--- src/rtl/cstk_pkg.sv ---
package cstk_pkg;
  typedef enum logic [2:0] {
    CMD_NONE = 3'd0,
    CMD_CALL = 3'd1,
    CMD_RET  = 3'd2,
    CMD_RETI = 3'd3,
    CMD_SEI  = 3'd4,
    CMD_CLI  = 3'd5
  } cstk_cmd_e;
endpackage

--- src/rtl/cstk_ring.sv ---
module cstk_ring #(
  parameter int DEPTH = 8,
  parameter int PCW   = 10,
  localparam int AW   = $clog2(DEPTH)
) (
  input  logic           clk,
  input  logic           rst,
  input  logic           push,
  input  logic           pop,
  input  logic [PCW-1:0] din,
  output logic [PCW-1:0] dout,
  output logic [AW-1:0]  sp
);
  logic [PCW-1:0] mem [DEPTH];

  // write port, no reset so a RAM can be inferred
  always_ff @(posedge clk) begin
    if (push) mem[sp] <= din;
  end

  // registered read of the top entry
  always_ff @(posedge clk) begin
    if (pop) dout <= mem[sp - 1'b1];
  end

  // wrapping pointer: natural modulo of the AW-bit width
  always_ff @(posedge clk) begin
    if (rst)       sp <= '0;
    else if (push) sp <= sp + 1'b1;
    else if (pop)  sp <= sp - 1'b1;
  end
endmodule

--- src/rtl/cstk_irq.sv ---
module cstk_irq
  import cstk_pkg::*;
(
  input  logic      clk,
  input  logic      rst,
  input  logic      step,
  input  cstk_cmd_e op,
  input  logic      irq,
  input  logic      flag_c,
  input  logic      flag_z,
  output logic      take,
  output logic      ien,
  output logic      active,
  output logic      sh_c,
  output logic      sh_z
);
  assign take = step & irq & ien & ~active;

  always_ff @(posedge clk) begin
    if (rst) begin
      ien    <= 1'b0;
      active <= 1'b0;
      sh_c   <= 1'b0;
      sh_z   <= 1'b0;
    end else if (take) begin
      active <= 1'b1;
      sh_c   <= flag_c;
      sh_z   <= flag_z;
    end else if (step) begin
      case (op)
        CMD_SEI:  ien    <= 1'b1;
        CMD_CLI:  ien    <= 1'b0;
        CMD_RETI: active <= 1'b0;
        default:  ;
      endcase
    end
  end
endmodule

--- src/rtl/callstack_irq.sv ---
module callstack_irq
  import cstk_pkg::*;
#(
  parameter int DEPTH = 8,
  parameter int PCW   = 10
) (
  input  logic           clk,
  input  logic           rst,
  input  logic           step,
  input  logic [2:0]     cmd,
  input  logic [PCW-1:0] next_pc,
  input  logic           flag_c,
  input  logic           flag_z,
  input  logic           irq,
  output logic [PCW-1:0] tgt_pc,
  output logic           tgt_valid,
  output logic           rest_c,
  output logic           rest_z,
  output logic           rest_valid,
  output logic           irq_ack
);
  localparam int AW = $clog2(DEPTH);

  cstk_cmd_e      op;
  logic           take, ien, active, sh_c, sh_z;
  logic           push, pop, is_reti, vec_q;
  logic [AW-1:0]  sp;
  logic [PCW-1:0] ring_q;

  assign op = cstk_cmd_e'(cmd);

  cstk_irq u_irq (
    .clk    (clk),
    .rst    (rst),
    .step   (step),
    .op     (op),
    .irq    (irq),
    .flag_c (flag_c),
    .flag_z (flag_z),
    .take   (take),
    .ien    (ien),
    .active (active),
    .sh_c   (sh_c),
    .sh_z   (sh_z)
  );

  // an accepted interrupt overrides the step's own command
  assign push    = take | (step & (op == CMD_CALL));
  assign pop     = step & ~take & ((op == CMD_RET) | (op == CMD_RETI));
  assign is_reti = pop & (op == CMD_RETI);

  cstk_ring #(.DEPTH(DEPTH), .PCW(PCW)) u_ring (
    .clk  (clk),
    .rst  (rst),
    .push (push),
    .pop  (pop),
    .din  (next_pc),
    .dout (ring_q),
    .sp   (sp)
  );

  always_ff @(posedge clk) begin
    if (rst) begin
      tgt_valid  <= 1'b0;
      vec_q      <= 1'b0;
      rest_valid <= 1'b0;
      rest_c     <= 1'b0;
      rest_z     <= 1'b0;
    end else begin
      tgt_valid  <= take | pop;
      vec_q      <= take;
      rest_valid <= is_reti;
      if (is_reti) begin
        rest_c <= sh_c;
        rest_z <= sh_z;
      end
    end
  end

  assign tgt_pc  = vec_q ? '0 : ring_q;
  assign irq_ack = active;
endmodule

--- config.mk ---
export PLATFORM = sky130hd
export DESIGN_NAME = callstack_irq
export DESIGN_NICKNAME = d
export VERILOG_FILES = /design/src/rtl/cstk_pkg.sv /design/src/rtl/cstk_ring.sv /design/src/rtl/cstk_irq.sv /design/src/rtl/callstack_irq.sv
export SDC_FILE = /design/constraint.sdc
export NUM_CORES = 1
export LEC_CHECK = 0
export CORE_UTILIZATION = 47
export CTS_BUF_LIST = sky130_fd_sc_hd__clkbuf_8
export CTS_CLUSTER_SIZE = 24
export DETAILED_ROUTE_END_ITERATION = 7
export GPL_TIMING_DRIVEN = 0
export PLACE_DENSITY_LB_ADDON = 0.1
export SLEW_MARGIN = 20
export SYNTH_ARGS = -nofsm -noshare
export SYNTH_HDL_FRONTEND = slang
export SYNTH_SLANG_ARGS = --single-unit
--- constraint.sdc ---
create_clock -name clk -period 6.4 [get_ports clk]
set_clock_uncertainty 0.15 [all_clocks]
set_input_delay 1.28 -clock clk [delete_from_list [all_inputs] [get_ports clk]]
set_output_delay 1.28 -clock clk [all_outputs]
set_load 0.01 [all_outputs]
==> impl_metrics.tcl <==
set metrics [dict create \
    clk_latency_ns 0.35 \
    synth.net_count 232 \
    cts_tree "yes" \
    critical_path_depth 5 \
    synth_area_um2 4030 \
    vdd_drop_max_mv 0.160 \
    cts_buffer_depth 2 \
    drtPass1Iterations 4 \
    hold_viol 0 \
    switching_power_w 0.000273 \
    slowest_delay_ns 0.90 \
    area_delta_synth_final_pct 18.3 \
    max_cap_violations 0 \
    swShare 0.219 \
    antenna_found_initial 0 \
    pre_cts_slack_ns 2.30 \
    drc_errors 0 \
    totalWireLength_um 7420 \
    tightest_slew_ns 1.09 \
    die_h_um 94.6 \
    cp.buffers_inverters 2 \
    layout_min_cycle_time_ns 3.70 \
    drv_slew 0 \
    fp-row-count 33 \
    cts_resized 0 \
    r2r_slack_ns 3.48 \
    critPathLaunch "step" \
    drt_iter0_markers 103 \
    synth_cell_type_count 37 \
    max_freq_mhz 270 \
    grt_max_degree 17 \
    rsz0062_at_grt "no" \
    syn_inst 211 \
    htree_levels 3 \
    p_total_w 0.00125 \
    setup.worst_path.end "u_ring.mem[6][1]" \
    startpoint_type "input pin" \
    pwr-share-clk 0.312 \
    fin_nets 282 \
    cts_hold_buf 0 \
    place.gp.congestion 0.737 \
    clock-root-buffer "clkbuf_8" \
    cts_sinks 102 \
    postCtsSetupRepairBufs 0 \
    r2r.worst_path.cells 7 \
    crit_required_ns 6.22 \
    grt_pass1_vias 1985 \
    maxSlewHeadroom 0.273 \
    cp_max_fo 10 \
    seqPwrFrac 0.591 \
    p_comb_frac 0.097 \
    synth-seq-cells 102 \
    ys_seq_area_frac 0.730 \
    die_width_um 94.6 \
    num_antenna_cells 0 \
    setup_ws_ns 2.70 \
    critPathKind "in2reg" \
    grt-ovfl-total 0 \
    ios 34 \
    yosys_warnings 0 \
    avgSynthCellArea_um2 19.1 \
    clkSlewWorstSetupHoldPaths_ns 0.10 \
    period_share 0.578 \
    grt_util_all_layers 0.183 \
    num_vias 2066 \
    drive_gt1_frac 0.230 \
    p_per_area_nw_per_um2 262 \
    detail_route.wl_per_cell_um 20.0 \
    dieArea_um2 8950 \
    grt_pass1_wl_um 11600 \
    portBuffers 33 \
    coreArea_um2 8260 \
    detailed_place_hpwl_um 4860 \
    vias_per_cell 5.58 \
    critical_path.top_delay_family "simple AND/OR/NAND/NOR gates" \
    status "finished, final reports clean" \
    cp.arrival_ns 3.52 \
    hold_slack_ns 0.319 \
    p_leak_nw 1.51 \
    setup_tns_ns 0 \
    initial_utilization 0.488 \
    r2r_start "u_ring.sp[0]" \
    worstReg2RegEnd "u_ring.dout[3]" \
    worstPathCellList "clkdlybuf4s50_1 -> and4b_1 -> buf_2 -> o21ai_0 -> nor2_1" \
    slowest_stage "nor2_1" \
    internal-power_w 0.000977 \
    numCtsBuffers 9 \
    ant_nets 0 \
    setup_viol 0 \
    hold_class "reg2reg" \
    end_kind "flop" \
]
## cell families (layout without fill, tap and decap cells)
group | after synthesis | after routing | synth area share
AND/OR/NAND/NOR | 47 | 47 | 0.0692
multiplexers | 30 | 30 | 0.143
adder cells (fa/ha/maj) | 2 | 2 | 0.00621
buffers and inverters | 12 | 66 | 0.0202
flip-flops | 102 | 102 | 0.730
XOR/XNOR | 1 | 1 | 0.00404
AO/OA/AOI/OAI | 17 | 17 | 0.0267
## synthesized netlist by cell type
master,count,share of area
buf_1,2,0.0019
nand4b_1,1,0.0022
xor2_2,1,0.0040
mux4_1,4,0.026
nor2b_1,10,0.016
nor3_1,5,0.0062
o31ai_1,2,0.0037
mux2_2,10,0.028
and4b_1,1,0.0025
and3b_1,2,0.0043
nand2_1,7,0.0065
nor4b_1,1,0.0022
dfxtp_1,12,0.060
a2111oi_0,1,0.0022
nand4bb_1,1,0.0028
nand2b_1,3,0.0047
a21oi_1,6,0.0075
o21ai_0,3,0.0037
nor2_1,7,0.0065
and4bb_2,1,0.0031
a221oi_1,1,0.0022
nand3b_1,1,0.0019
nor4_1,3,0.0047
nand4_1,3,0.0047
edfxtp_1,90,0.67
or3_1,1,0.0016
clkbuf_1,2,0.0019
mux4_2,16,0.089
buf_4,1,0.0019
a31oi_1,2,0.0031
a311oi_1,1,0.0022
buf_2,1,0.0012
buf_12,1,0.0050
ha_1,2,0.0062
inv_1,3,0.0028
buf_6,2,0.0056
a211o_1,1,0.0022
## power groups by stage
stage	clock network, W	logic, W	registers (W)
2_1_floorplan	0	0.0000750	0.000753
3_3_place_gp	0	0.000121	0.000753
3_5_place_dp	0	0.000124	0.000754
4_1_cts	0.000395	0.000125	0.000739
5_1_grt	0.000420	0.000132	0.000739
6_report	0.000390	0.000122	0.000738
## state kept, by name, summed over array words and instances (netlist names)
| register | flops |
|---|---|
| rest_z | 1 |
| u_ring.sp | 3 |
| u_irq.active | 1 |
| rest_valid | 1 |
| u_irq.sh_z | 1 |
| u_irq.sh_c | 1 |
| rest_c | 1 |
| u_ring.mem | 80 |
| u_irq.ien | 1 |
| u_ring.dout | 10 |
| tgt_valid | 1 |
| vec_q | 1 |
## per-stage QoR
stage	util	cells	area [um2]
5_1_grt	0.577	370	4770
6_report	0.577	370	4770
3_5_place_dp	0.554	355	4580
2_1_floorplan	-	211	4030
3_3_place_gp	0.544	349	4490
4_1_cts	0.577	370	4760
## per-layer routing
layer	up-vias	global-route usage	wire length [um]
li1	956	-	-
met1	1064	0.265	3520
met2	40	0.285	3620
met3	6	0.0298	206
met4	0	0.0606	78
met5	-	0	0
## cell type report
class                           count  area (um2)
Fill cell                         649        3490
Multi-Input combinational cell     97        1040
Tap cell                          105         131
Timing Repair Buffer               39         385
Clock inverter                      6        63.8
Sequential cell                   102        2940
Clock buffer                        9         124
Buffer                              9        70.1
Inverter                            3        11.3
## layout by cell type, fill, tap and decap left out, drive strengths merged, types with 2 or more instances in the layout
master         instances
mux4                  20
buf                   13
clkbuf                11
clkdlybuf4s50         33
and3b                  2
ha                     2
clkinvlp               2
o21ai                  3
edfxtp                90
a31oi                  2
nor4                   3
o31ai                  2
a21oi                  6
clkinv                 3
inv                    3
nor2b                 10
nand2b                 3
nand2                  7
dfxtp                 12
nor3                   5
mux2                  10
nor2                   7
nand4                  3
## worst register-to-register path: cells and delay by family, from the launching register on
kind	cells	cell delay [ns]
adder cells (fa/ha/maj)	1	0.38
buffers and inverters	4	1.05
flip-flops	1	0.36
multiplexers	2	0.73
## worst min-delay path by stage
stage               depth (start not counted)       start  slack (ns)          to
floorplan                                   2  u_irq.sh_c        0.29  u_irq.sh_c
global placement                            2  u_irq.sh_z        0.30  u_irq.sh_z
detailed placement                          2  u_irq.sh_z        0.30  u_irq.sh_z
CTS                                         2  u_irq.sh_z        0.32  u_irq.sh_z
global route                                2      rest_z        0.34      rest_z
finish                                      2  u_irq.sh_z        0.32      rest_z
(Power assumes the default switching activity.)
